## src/rtl/wia_pkg.sv

```systemverilog
package wia_pkg;
  localparam int unsigned REG_AW = 8;

  localparam logic [REG_AW-1:0] OFF_PEND = 8'h00;
  localparam logic [REG_AW-1:0] OFF_FORCE = 8'h08;
  localparam logic [REG_AW-1:0] OFF_MASK = 8'h10;
  localparam logic [REG_AW-1:0] OFF_CTRL = 8'h28;

  localparam int unsigned CTRL_EDGE_BIT = 3;
  localparam int unsigned CTRL_NOMSG_BIT = 5;

  typedef enum logic [2:0] {
    SEL_NONE,
    SEL_PEND,
    SEL_FORCE,
    SEL_MASK,
    SEL_CTRL
  } reg_sel_e;

  function automatic reg_sel_e decode_addr(input logic [REG_AW-1:0] a);
    case (a)
      OFF_PEND:  return SEL_PEND;
      OFF_FORCE: return SEL_FORCE;
      OFF_MASK:  return SEL_MASK;
      OFF_CTRL:  return SEL_CTRL;
      default:   return SEL_NONE;
    endcase
  endfunction
endpackage

```

## src/rtl/wia_src_detect.sv

```systemverilog
module wia_src_detect #(
  parameter int unsigned N_SRC = 32,
  parameter int unsigned SYNC_STAGES = 2
) (
  input  logic             clk,
  input  logic             rst_n,
  input  logic [N_SRC-1:0] src_i,
  input  logic             edge_mode,
  output logic [N_SRC-1:0] hw_evt
);
  localparam int unsigned LAST = SYNC_STAGES - 1;

  logic [N_SRC-1:0] stage_q [SYNC_STAGES];
  logic [N_SRC-1:0] prev_q;
  logic [N_SRC-1:0] synced;

  function automatic logic [N_SRC-1:0] event_of(
    input logic [N_SRC-1:0] now_v,
    input logic [N_SRC-1:0] old_v,
    input logic             edge_sel
  );
    return edge_sel ? (now_v & ~old_v) : now_v;
  endfunction

  always_ff @(posedge clk or negedge rst_n) begin
    if (!rst_n) stage_q[0] <= '0;
    else        stage_q[0] <= src_i;
  end

  for (genvar s = 1; s < SYNC_STAGES; s++) begin : g_sync
    always_ff @(posedge clk or negedge rst_n) begin
      if (!rst_n) stage_q[s] <= '0;
      else        stage_q[s] <= stage_q[s-1];
    end
  end

  assign synced = stage_q[LAST];

  always_ff @(posedge clk or negedge rst_n) begin
    if (!rst_n) prev_q <= '0;
    else        prev_q <= synced;
  end

  assign hw_evt = event_of(synced, prev_q, edge_mode);

  if (SYNC_STAGES == 2) begin : g_lat_chk
    logic [1:0] age_q;
    always_ff @(posedge clk or negedge rst_n) begin
      if (!rst_n)             age_q <= '0;
      else if (age_q != 2'd3) age_q <= age_q + 2'd1;
    end
    // level-mode events follow the raw inputs two edges later
    p_sync_latency_r12: assert property (@(posedge clk) disable iff (!rst_n)
      (age_q == 2'd3 && !edge_mode) |-> (hw_evt == $past(src_i, 2)));
  end

  // in edge mode no event fires for an input that was already high
  p_edge_only_rise_r6: assert property (@(posedge clk) disable iff (!rst_n)
    edge_mode |-> ((hw_evt & prev_q) == '0));
endmodule

```

## src/rtl/wia_pend_bank.sv

```systemverilog
module wia_pend_bank #(
  parameter int unsigned N_SRC = 32
) (
  input  logic             clk,
  input  logic             rst_n,
  input  logic [N_SRC-1:0] hw_evt,
  input  logic             wr_pend,
  input  logic             wr_force,
  input  logic [N_SRC-1:0] wdata,
  output logic [N_SRC-1:0] pend_q
);
  logic [N_SRC-1:0] pend_d;

  function automatic logic [N_SRC-1:0] next_pend(
    input logic [N_SRC-1:0] cur,
    input logic [N_SRC-1:0] evt,
    input logic             clr_wr,
    input logic             set_wr,
    input logic [N_SRC-1:0] d
  );
    logic [N_SRC-1:0] kept;
    kept = clr_wr ? (cur & d) : cur;
    return kept | (set_wr ? d : '0) | evt;
  endfunction

  assign pend_d = next_pend(pend_q, hw_evt, wr_pend, wr_force, wdata);

  always_ff @(posedge clk or negedge rst_n) begin
    if (!rst_n) pend_q <= '0;
    else        pend_q <= pend_d;
  end

  // a hardware event always lands, whatever software writes
  p_hw_set_wins_r9: assert property (@(posedge clk) disable iff (!rst_n)
    1'b1 |=> ((pend_q & $past(hw_evt)) == $past(hw_evt)));
  // set-cause ones appear in cause on the next edge
  p_force_sets_r8: assert property (@(posedge clk) disable iff (!rst_n)
    wr_force |=> ((pend_q & $past(wdata)) == $past(wdata)));
  // without a cause write no pending bit is lost
  p_no_silent_clear_r7: assert property (@(posedge clk) disable iff (!rst_n)
    !wr_pend |=> ((pend_q & $past(pend_q)) == $past(pend_q)));
endmodule

```

## src/rtl/wia_regfile.sv

```systemverilog
module wia_regfile
  import wia_pkg::*;
#(
  parameter int unsigned N_SRC = 32
) (
  input  logic              clk,
  input  logic              rst_n,
  input  logic              wr_en,
  input  logic [REG_AW-1:0] addr,
  input  logic [N_SRC-1:0]  wdata,
  input  logic [N_SRC-1:0]  pend_q,
  output logic [N_SRC-1:0]  rdata,
  output logic [N_SRC-1:0]  mask_q,
  output logic              edge_mode,
  output logic              wr_pend,
  output logic              wr_force
);
  reg_sel_e sel;
  logic     edge_q;
  logic     nomsg_q;
  logic     wr_mask;
  logic     wr_ctrl;
  logic [N_SRC-1:0] ctrl_view;

  assign sel      = decode_addr(addr);
  assign wr_pend  = wr_en && (sel == SEL_PEND);
  assign wr_force = wr_en && (sel == SEL_FORCE);
  assign wr_mask  = wr_en && (sel == SEL_MASK);
  assign wr_ctrl  = wr_en && (sel == SEL_CTRL);

  always_ff @(posedge clk or negedge rst_n) begin
    if (!rst_n)       mask_q <= '1;
    else if (wr_mask) mask_q <= wdata;
  end

  always_ff @(posedge clk or negedge rst_n) begin
    if (!rst_n) begin
      edge_q  <= 1'b0;
      nomsg_q <= 1'b0;
    end else if (wr_ctrl) begin
      edge_q  <= wdata[CTRL_EDGE_BIT];
      nomsg_q <= wdata[CTRL_NOMSG_BIT];
    end
  end

  assign edge_mode = edge_q;

  always_comb begin
    ctrl_view = '0;
    ctrl_view[CTRL_EDGE_BIT]  = edge_q;
    ctrl_view[CTRL_NOMSG_BIT] = nomsg_q;
  end

  always_comb begin
    case (sel)
      SEL_PEND: rdata = pend_q;
      SEL_MASK: rdata = mask_q;
      SEL_CTRL: rdata = ctrl_view;
      default:  rdata = '0;
    endcase
  end

  // stray offsets read as zero
  p_stray_read_zero_r3: assert property (@(posedge clk) disable iff (!rst_n)
    (sel == SEL_NONE || sel == SEL_FORCE) |-> (rdata == '0));
  // a write elsewhere leaves mask alone
  p_mask_hold_r3: assert property (@(posedge clk) disable iff (!rst_n)
    !wr_mask |=> (mask_q == $past(mask_q)));
endmodule

```

## src/rtl/wired_irq_agg.sv

```systemverilog
module wired_irq_agg
  import wia_pkg::*;
#(
  parameter int unsigned N_SRC = 32,
  parameter int unsigned SYNC_STAGES = 2
) (
  input  logic              clk,
  input  logic              rst_n,
  input  logic [N_SRC-1:0]  src_irq,
  input  logic              reg_wr_en,
  input  logic [REG_AW-1:0] reg_addr,
  input  logic [N_SRC-1:0]  reg_wdata,
  output logic [N_SRC-1:0]  reg_rdata,
  output logic              irq_out
);
  logic [N_SRC-1:0] hw_evt;
  logic [N_SRC-1:0] pend_q;
  logic [N_SRC-1:0] mask_q;
  logic             edge_mode;
  logic             wr_pend;
  logic             wr_force;
  logic             irq_q;

  function automatic logic any_live(input logic [N_SRC-1:0] p, input logic [N_SRC-1:0] m);
    return |(p & ~m);
  endfunction

  wia_src_detect #(.N_SRC(N_SRC), .SYNC_STAGES(SYNC_STAGES)) u_detect (
    .clk(clk), .rst_n(rst_n), .src_i(src_irq), .edge_mode(edge_mode), .hw_evt(hw_evt)
  );

  wia_pend_bank #(.N_SRC(N_SRC)) u_pend (
    .clk(clk), .rst_n(rst_n), .hw_evt(hw_evt), .wr_pend(wr_pend),
    .wr_force(wr_force), .wdata(reg_wdata), .pend_q(pend_q)
  );

  wia_regfile #(.N_SRC(N_SRC)) u_regs (
    .clk(clk), .rst_n(rst_n), .wr_en(reg_wr_en), .addr(reg_addr), .wdata(reg_wdata),
    .pend_q(pend_q), .rdata(reg_rdata), .mask_q(mask_q), .edge_mode(edge_mode),
    .wr_pend(wr_pend), .wr_force(wr_force)
  );

  always_ff @(posedge clk or negedge rst_n) begin
    if (!rst_n) irq_q <= 1'b0;
    else        irq_q <= any_live(pend_q, mask_q);
  end

  assign irq_out = irq_q;

  // output follows unmasked pending one edge late
  p_irq_lag_r11: assert property (@(posedge clk) disable iff (!rst_n)
    1'b1 |=> (irq_out == |($past(pend_q) & ~$past(mask_q))));
  // all-masked means no interrupt on the next edge
  p_masked_quiet_r10: assert property (@(posedge clk) disable iff (!rst_n)
    (mask_q == '1) |=> !irq_out);
endmodule

```

## config.mk

```make
export PLATFORM = sky130hd
export DESIGN_NAME = wired_irq_agg
export DESIGN_NICKNAME = d
export VERILOG_FILES = /design/src/rtl/wia_pkg.sv /design/src/rtl/wia_src_detect.sv /design/src/rtl/wia_pend_bank.sv /design/src/rtl/wia_regfile.sv /design/src/rtl/wired_irq_agg.sv
export SDC_FILE = /design/constraint.sdc
export NUM_CORES = 1
export LEC_CHECK = 0
export BUFFER_PORTS_ARGS = -buffer_cell sky130_fd_sc_hd__buf_2
export CORE_MARGIN = 5
export CORE_UTILIZATION = 50
export DETAILED_ROUTE_END_ITERATION = 7
export PLACE_DENSITY = 0.81
export SYNTH_ARGS = -nofsm -noshare
export SYNTH_HDL_FRONTEND = slang
export SYNTH_HIERARCHICAL = 1
export SYNTH_SLANG_ARGS = --single-unit
```

## constraint.sdc

```tcl
create_clock -name clk -period 2.9 [get_ports clk]
set_clock_uncertainty 0.2 [all_clocks]
set_input_delay 0.725 -clock clk [delete_from_list [all_inputs] [get_ports clk]]
set_output_delay 0.725 -clock clk [all_outputs]
set_load 0.03 [all_outputs]
```

# ---- Yosys cells after proc, flatten, opt, wreduce, memory -nomap -nowiden
# Cells that the tools add are included.
# W data, S select, Z words.
dict set report op_classes {
  eq_ne 7
  n_mux 5
  n_bitwise 7
  reduce_logical 6
}
# cell n
set op_table {}
lappend op_table {{$and A32 B32 Y32} 3}
lappend op_table {{$mux W32} 3}
lappend op_table {{$pmux W32 S3} 1}
lappend op_table {{$not A32 Y32} 2}
lappend op_table {{$or A32 B32 Y32} 2}
lappend op_table {{$reduce_or A32 Y1} 1}
lappend op_table {{$pmux W3 S4} 1}
lappend op_table {{$eq A8 B4 Y1 const B} 1}
lappend op_table {{$eq A8 B5 Y1 const B} 1}
lappend op_table {{$eq A8 B6 Y1 const B} 1}
lappend op_table {{$logic_not A8 Y1} 1}
lappend op_table {{$eq A3 B2 Y1 const B} 2}
lappend op_table {{$logic_and A1 B1 Y1} 4}
lappend op_table {{$eq A3 B1 Y1 const B} 1}
lappend op_table {{$eq A3 B3 Y1 const B} 1}
dict set report word_totals {
  regBits 163
  out_inout_bits 33
}

# ---- Depth between registers and ports, before layout
# Gate-level depths: netlist of run 1.
dict set report depth {
  depth_word 7
  mapped_depth 8
  mapped_depth_nobuf 5
}

# ---- By module
# The synthesis of run 1 kept the hierarchy.
# module n_inst cells_each area_each_um2 seq_area_each_um2
set by_module_without_submodules {}
lappend by_module_without_submodules {wia_src_detect 1 131 2788.9 2402.3}
lappend by_module_without_submodules {wia_regfile 1 124 1958.1 890.9}
lappend by_module_without_submodules {wia_pend_bank 1 136 1610.3 800.8}
lappend by_module_without_submodules {wired_irq_agg 1 54 276.5 25.0}

# ---- Worst setup path before layout of run 1
# Ideal clock, no wire load.
dict set report synth_timing {
  path_type {input port to output port}
  from {input reg_addr[1]}
  to {output reg_rdata[18]}
  arrival_time_ns 1.858
  required_ns 1.975
  path_slack_ns 0.117
  path_stages 5
  n_path_buf 2
  path_cell_list {nor4_4 > and2_2 > clkbuf_4 > clkbuf_8 > a22o_1}
}
dict set report synth_between {
  elab_chain_len 4
  word_cells_on_any_way 9
  cone_classes {6 x eq/ne; 2 x mux; 1 x reduce/logical}
}
# element line_no
set synth_lines {}
lappend synth_lines {{from (decl)} wired_irq_agg.sv:11} ;# input logic [REG_AW-1:0] reg_addr,
lappend synth_lines {{$eq A8 B6 Y1 (tied with other cells)} wia_pkg.sv:21} ;# case (a)
lappend synth_lines {{$pmux W3 S4 *} wia_pkg.sv:21}
lappend synth_lines {{$eq A3 B3 Y1 (tied with other cells)} wia_regfile.sv:55} ;# case (sel)
lappend synth_lines {{$pmux W32 S3 *} wia_regfile.sv:55}
lappend synth_lines {{to (decl)} wired_irq_agg.sv:13} ;# output logic [N_SRC-1:0] reg_rdata,
# Every way passes the cells marked *; elsewhere a longest branch is shown, timed or not.

# ---- Worst setup path in the final report of run 1
dict set report layout_timing {
  from {input reg_addr[5]}
  to {output reg_rdata[30]}
}
# Same word-level chain as after synthesis.

==> results of run 1 <==
-- metal layers --
metal	wire, um	share of wire [%]
met1	5959	43
met4	170	1.2
met5	15	0.11
met2	7017	50
met3	855	6.1
-- worst max-delay path, cell delays in order --
cell,delay (ns)
buf_2,0.13
nor4_4,0.32
and2_4,0.21
buf_4,0.17
a22o_2,0.18
clkbuf_4,0.18
-- area by class of cell --
| class | instances | area [sq um] |
|---|---|---|
| fillers | 1019 | 5019 |
| clock inverters | 14 | 211.5 |
| repair buffers | 124 | 823.3 |
| inverters | 32 | 120.1 |
| multi-input cells | 230 | 2195 |
| clock buffers | 18 | 429.2 |
| well taps | 176 | 220.2 |
| flip-flops and latches | 163 | 4120 |
-- logic make-up (layout without fill, tap and decap cells) --
logic type,count (synthesis),in the layout,share of synthesized area (%)
AOI/OAI and AO/OA,142,142,19.18
buffers and inverters,52,188,4.866
DFF,163,163,62.09
muxes,34,34,7.469
and+or+nand+nor,54,54,6.394
-- timing repair --
| item | in CTS | in global routing |
|---|---|---|
| setup endpoints to repair | 22 | 32 |
| resized for setup | 3 | 56 |
| hold endpoints to repair | 0 | 0 |
| buffers inserted | 1 | 1 |
| pin swaps | 1 | 2 |
-- power by group --
| part | total, W | internal [W] | switching, W |
|---|---|---|---|
| clock | 0.00241 | 0.00152 | 0.000883 |
| sequential | 0.00243 | 0.00238 | 0.0000486 |
| combinational | 0.000230 | 0.000118 | 0.000112 |
-- through the flow --
stage | area (sq um) | std cells
after floorplan | 6634 | 445
after global placement | 7370 | 723
after detailed placement | 7370 | 723
after CTS | 8023 | 756
after global routing | 8119 | 757
final | 8119 | 757
-- worst max-delay path by stage --
stage,end,depth (start not counted)
after detailed placement,reg_rdata[2],6
after global placement,reg_rdata[2],6
after floorplan,reg_rdata[18],5
after CTS,reg_rdata[8],6
final,reg_rdata[30],6
after global routing,reg_rdata[30],6
-- sequential cells by signal (all words and copies together), names as in the netlist --
register	flops
u_detect/prev_q	32
u_detect/stage_q	32
u_detect/synced	32
u_pend/pend_q	32
u_regs/mask_q	32
irq_out	1
u_regs/edge_mode	1
u_regs/nomsg_q	1
-- synthesized netlist by cell type --
library cell  count  area, sq um
dfrtp_1         131         3278
a21oi_1          32        160.2
dfstp_2          32        840.8
inv_1            32        120.1
a21boi_2         30        337.8
and2b_1          30        225.2
mux2_4           30        450.4
o21bai_2         30        337.8
a22o_2           29        290.3
o22ai_1          16        100.1
buf_6             9        101.4
clkbuf_4          5        37.54
nor4_1            5        31.28
mux2_2            4        45.04
buf_4             3        22.52
clkbuf_8          3        41.29
nor3_1            3        15.01
a21boi_0          2        15.01
a221o_2           2        22.52
and2_2            2        15.01
and4_2            2        20.02
nand2b_1          2        12.51
nand4_1           2        12.51
nor2_1            2        7.510
a22o_1            1        8.760
and2_1            1        6.260
and3_2            1        7.510
nand3_4           1        17.52
nor4_4            1        21.27
nor4b_1           1        8.760
nor4b_4           1        23.77
==> metrics.yaml, run 1 <==
status: "finished clean"
final_util_pct: 61.80
fmax_ghz: 0.3503
arrival_ns: 1.93
cts_sinks: 163
timing.hold.ws_ns: 0.06540
globalRouteMet1Util_pct: 23.40
worst-path-max-fanout: 9
cts_tree: "done"
syn_to_final_growth_pct: 22.39
ys_seq_elements: 163
initial_core_util_pct: 50.50
grt_use_met3_pct: 6.397
final_max_slew_viol_count: 0
grt_antenna_before_repair: 1
start_kind: "input port"
place_ws_ns: -0.03266
wl_um: 14020
drive_above_1_share_pct: 55.25
ys_seq_area_share_pct: 62.09
finalHoldViolCount: 0
power-per-cell-area_nw_per_um2: 624.2
netlist_area_sq_um: 6634
finalPower_w: 0.005068
crit_start: "reg_addr[5]"
synth_nets: 520
peakVddDrop_mv: 0.4205
io_buffers: 107
crit_type: "input port to output pin"
netlist_instances: 445
dr.pass1.iters: 4
rsz0062_at_grt: "yes"
cp.required_ns: 1.98
ctsHoldBuffers: 0
core_sq_um: 13140
reg2reg_slack_ns: 1.21
wire_per_inst_um: 18.52
cts_buffers: 17
use_met2_pct: 30.65
fin_setup_tns_ns: 0
yosys.cell_types.count: 31
cts-htree-levels: 4
r2r-start: "u_regs/edge_mode"
slew_headroom_pct: 60.16
routed_via_density: 5.226
hold_path_class: "input port to asynchronous set/reset pin"
gr-usage-all-layers_pct: 18.70
layout_commonest_cell: "dfrtp_1"
finalNetCount: 643
drv_cap: 0
antenna_cells: 0
r2r-end: "u_pend/pend_q[30]"
clockBufferDepth: 2
reg2reg_depth: 4
grt_max_degree: 63
yosysWarnings: 6
mostFrequentLayoutCells: "dfrtp_1, buf_2"
io_pins: 108
root_buffer: "clkbuf_16"
p_leak_nw: 3.895
critPathCaptureType: "output pin"
place.gp.congestion: 0.8031
first_global_vias: 4391
die_h_um: 125.2
die_x_um: 125.2
dp_hpwl_um: 9402
die_area_sq_um: 15670
vias: 3956
fin_ws_ns: 0.04509
grt_pass1_wl_um: 22850
avgSynthCellArea_sq_um: 14.91
ant_nets: 0
rows: 42
clock_insertion_delay_worst_skew_ns: 0.42
drc: 0
period_needed_ns: 2.855
busiest_layer: "met2"
fin_crit_sh_pct: 98.45
finalSetupViolCount: 0
overflow: 0
drt_iter0_drc: 258
clk_pin_slew_ns: 0.06
worst_slew_pin_slew_ns: 0.5976
Note: power is estimated with default switching activity, not from simulation.
==> run 2, diff against run 1 <==
Settings changed: CORE_ASPECT_RATIO set to 1.1.
==> metrics.yaml, run 2 (same netlist as run 1, synthesis figures left out) <==
grt_max_degree: 65  # +3.2%
routed_via_density: 5.364  # +2.6%
start_kind: "input port"
drt_iter0_drc: 301  # +17%
drc: 0  # unchanged
finalNetCount: 643  # unchanged
layout_commonest_cell: "dfrtp_1"
power-per-cell-area_nw_per_um2: 586.8  # -6.0%
ant_nets: 0  # unchanged
die_area_sq_um: 15670  # about the same
final_max_slew_viol_count: 0  # unchanged
finalPower_w: 0.004679  # -7.7%
gr-usage-all-layers_pct: 18.83  # +0.13 points
core_sq_um: 13100  # -0.27%
critPathCaptureType: "output pin"
cts_setup_buffers: 0  # -1
worst_slew_pin_slew_ns: 0.5815  # -0.01609 ns
die_x_um: 119.8  # -4.3%
hold_path_class: "input port to asynchronous set/reset pin"
io_pins: 108  # unchanged
cts_tree: "done"
grt_pass1_wl_um: 22320  # -2.3%
cts_buffers: 17  # unchanged
status: "finished clean"
antenna_cells: 0  # unchanged
die_h_um: 130.8  # +4.5%
fin_ws_ns: 0.07411  # +0.02902 ns
drv_cap: 0  # unchanged
dp_hpwl_um: 9683  # +3.0%
clockBufferDepth: 2  # unchanged
finalHoldViolCount: 0  # unchanged
first_global_vias: 4211  # -4.1%
ctsHoldBuffers: 0  # unchanged
fin_setup_tns_ns: 0  # unchanged
crit_type: "input port to output pin"
clk_pin_slew_ns: 0.06  # about the same
grt_antenna_before_repair: 2  # +1
wire_per_inst_um: 18.54  # +0.12%
rows: 44  # +4.8%
root_buffer: "clkbuf_16"
worst-path-max-fanout: 8  # -1
place.gp.congestion: 0.8378  # +4.3%
peakVddDrop_mv: 0.3721  # -12%
mostFrequentLayoutCells: "dfrtp_1, buf_2, inv_1, a21oi_1, dfstp_2"
fin_crit_sh_pct: 97.44  # -1.0 points
cp.required_ns: 1.98  # about the same
initial_core_util_pct: 50.63  # +0.14 points
placed_area_sq_um: 7391  # +0.29%
final_cell_area_sq_um: 7973  # -1.8%
arrival_ns: 1.90  # -0.03 ns
finalSetupViolCount: 0  # unchanged
vias: 3980  # +0.61%
dr.pass1.iters: 4  # unchanged
period_needed_ns: 2.826  # -0.02902 ns
fmax_ghz: 0.3539  # +1.0%
slew_headroom_pct: 61.23  # +1.1 points
syn_to_final_growth_pct: 20.18
cts_sinks: 163  # unchanged
cts_resized: 0  # -3
wl_um: 13760  # -1.9%
io_buffers: 107  # unchanged
cts-htree-levels: 4  # unchanged
place_ws_ns: 0.02861  # +0.06127 ns
rsz0062_at_grt: "no"
drive_above_1_share_pct: 54.73  # -0.52 points
overflow: 0  # unchanged
p_leak_nw: 3.877  # -0.48%
clock_insertion_delay_worst_skew_ns: 0.42  # about the same
run 2: power breakdown:
part	leakage, nW	total [W]	internal [W]	switching [W]
logic	1.85	0.000233	0.000120	0.000113
registers	1.76	0.00243	0.00238	0.0000471
clock network	0.267	0.00201	0.00120	0.000811
run 2: worst max-delay path: stages:
cell and delay [ns]:
buf_2 0.13, nor4b_4 0.30, and2_4 0.21, buf_4 0.16, a22o_2 0.17, buf_2 0.20
run 2: worst paths after layout:
kind / start / endpoint / depth (start not counted) / slack, ns
worst min-delay path: rst_n / u_detect/synced[4] / 1 / 0.08
worst max register to register: u_regs/edge_mode / u_pend/pend_q[30] / 4 / 1.23
worst max-delay path: reg_addr[0] / reg_rdata[28] / 6 / 0.07
max in group asynchronous: rst_n / u_regs/mask_q[10] / 2 / 1.69
worst min register to register: u_detect/stage_q[55] / u_detect/synced[23] / 0 / 0.15
min in group clk: u_detect/stage_q[55] / u_detect/synced[23] / 0 / 0.15
run 2: per-stage QoR:
stage                     std cells  hold WS [ns]  util (%)
after CTS                       742       0.09152     60.53
after floorplan                 445        0.1312         -
final                           742       0.08060     60.85
after detailed placement        710        0.1355     56.41
after global placement          710        0.1322     56.41
after global routing            742        0.1304     60.85
run 2: cell type report:
class,count,area [sq um]
Clock inverter,5,27.53
Fill cell,1011,5130
Tap cell,161,201.4
Inverter,32,120.1
Multi-Input combinational cell,230,2201
Sequential cell,163,4120
Timing Repair Buffer,124,789.5
Clock buffer,27,513.0
run 2: per-layer routing:
| layer | up-vias | global-route usage, % | part of all wire [%] |
|---|---|---|---|
| met1 | 2028 | 24.05 | 42 |
| met2 | 105 | 30.35 | 50 |
| li1 | 1818 | - | - |
| met4 | 4 | 8.154 | 1.8 |
| met3 | 25 | 5.467 | 6.0 |
| met5 | - | 0 | 0.10 |
==> run 3, diff against run 2 <==
Settings changed: CTS_BUF_LIST set to sky130_fd_sc_hd__clkbuf_8.
==> metrics.yaml, run 3 (same netlist as run 1, synthesis figures left out) <==
rsz0062_at_grt: "no"
overflow: 0  # unchanged
finalSetupViolCount: 0  # unchanged
hold_path_class: "input port to asynchronous set/reset pin"
worst_path_max_delay_cell: "nor4b_4"
cts_sinks: 163  # unchanged
fin_crit_sh_pct: 97.31  # -0.13 points
io_pins: 108  # unchanged
crit_type: "input port to output pin"
start_kind: "input port"
routed_via_density: 5.334  # -0.55%
p_leak_nw: 3.812  # -1.7%
core_sq_um: 13100  # unchanged
wirelength_met1_um: 5797  # +0.96%
path_common_cell: "buf_2"
cts_setup_buffers: 0  # unchanged
grt_max_degree: 65  # unchanged
crit_family: "simple AND/OR/NAND/NOR gates"
dr.pass1.iters: 5  # +1
wl_um: 13690  # -0.50%
wl_met3_um: 725  # -11%
cts_buffers: 17  # unchanged
ant_nets: 0  # unchanged
die_x_um: 119.8  # unchanged
grt_pass1_wl_um: 22180  # -0.65%
cts-htree-levels: 4  # unchanged
period_needed_ns: 2.822  # -0.003861 ns
grt_antenna_before_repair: 2  # unchanged
crit_buf_inv: 3  # unchanged
fin_setup_tns_ns: 0  # unchanged
crit_chain: "buf_2 -> nor4b_4 -> and2_4 -> buf_12 -> a22o_2 -> buf_2"
final_cell_area_sq_um: 7776  # -2.5%
dp_hpwl_um: 9683  # unchanged
wire_per_inst_um: 18.45  # -0.50%
die_h_um: 130.8  # unchanged
worst-path-max-fanout: 24  # +16
placed_area_sq_um: 7391  # unchanged
arrival_ns: 1.90  # about the same
io_buffers: 107  # unchanged
critPathCaptureType: "output pin"
rows: 44  # unchanged
clk_pin_slew_ns: 0.07  # about the same
drive_above_1_share_pct: 54.73  # unchanged
drt_iter0_drc: 253  # -16%
antenna_cells: 0  # unchanged
ctsHoldBuffers: 0  # unchanged
routed.top_layer: "met5"
mostFrequentLayoutCells: "dfrtp_1, buf_2, inv_1, a21oi_1, dfstp_2"
finalPower_w: 0.004087  # -13%
finalHoldViolCount: 0  # unchanged
final_util_pct: 59.35  # -1.5 points
first_global_vias: 4213  # +0.047%
clock_insertion_delay_worst_skew_ns: 0.44  # +0.02 ns
met2_length_um: 6869  # -0.89%
clockBufferDepth: 2  # unchanged
initial_core_util_pct: 50.63  # unchanged
finalNetCount: 643  # unchanged
syn_to_final_growth_pct: 17.22
layout_commonest_cell: "dfrtp_1"
gr-usage-all-layers_pct: 18.53  # -0.30 points
vias: 3958  # -0.55%
fillCellCount: 1048  # +3.7%
drc: 0  # unchanged
slew_headroom_pct: 61.08  # -0.15 points
cts_tree: "done"
final_max_slew_viol_count: 0  # unchanged
worst_slew_pin_slew_ns: 0.5839  # +0.002324 ns
timing.hold.ws_ns: 0.06615  # -0.01446 ns
power-per-cell-area_nw_per_um2: 525.6  # -10%
cp.required_ns: 1.98  # about the same
root_buffer: "clkbuf_8"
status: "finished clean"
place.gp.congestion: 0.8378  # unchanged
die_area_sq_um: 15670  # unchanged
fmax_ghz: 0.3544  # +0.14%
critPathMaxStageDelay_ns: 0.30  # about the same
drv_cap: 0  # unchanged
peakVddDrop_mv: 0.3811  # +2.4%
[run 3: layout make-up]
| cell class | count | area, sq um | area share, % |
|---|---|---|---|
| inverters | 32 | 120.1 | 1.545 |
| multi-input cells | 230 | 2201 | 28.30 |
| repair buffers | 124 | 784.5 | 10.09 |
| flip-flops and latches | 163 | 4120 | 52.98 |
| well taps | 161 | 201.4 | 2.591 |
| clock buffers | 22 | 302.8 | 3.894 |
| clock inverters | 10 | 46.29 | 0.5953 |
[run 3: final timing paths]
kind                                       from                   to  slack (ns)  depth (start not counted)
min                                       rst_n   u_detect/synced[4]        0.07                          1
min in group clk           u_detect/stage_q[55]  u_detect/synced[23]        0.15                          0
max                                 reg_addr[0]        reg_rdata[13]        0.08                          6
min reg2reg                u_detect/stage_q[55]  u_detect/synced[23]        0.15                          0
max reg2reg                    u_regs/edge_mode    u_pend/pend_q[30]        1.24                          4
max in group asynchronous                 rst_n    u_regs/mask_q[25]        1.71                          2
[run 3: where the power goes]
part           internal (W)  switching, W
clock network      0.000685      0.000741
logic              0.000120      0.000113
registers           0.00238     0.0000473
[run 3: layer usage]
metal  vias up  track usage [%]
met4         4            7.884
met2       100            30.19
met3        26            4.994
li1       1816                -
met1      2012            23.71
met5         -                0
[run 3: stage by stage]
stage                     worst slack, ns  std cells
after floorplan                    0.1173        445
after global placement            0.03034        710
after detailed placement          0.02861        710
after CTS                         0.02841        742
after global routing             0.001960        742
final                             0.07797        742
[run 3: repair_timing]
item | 4_1_cts | 5_1_grt
gates resized for setup | 0 | 19
endpoints found under the setup margin | 0 | 32
hold endpoints to repair | 0 | 0
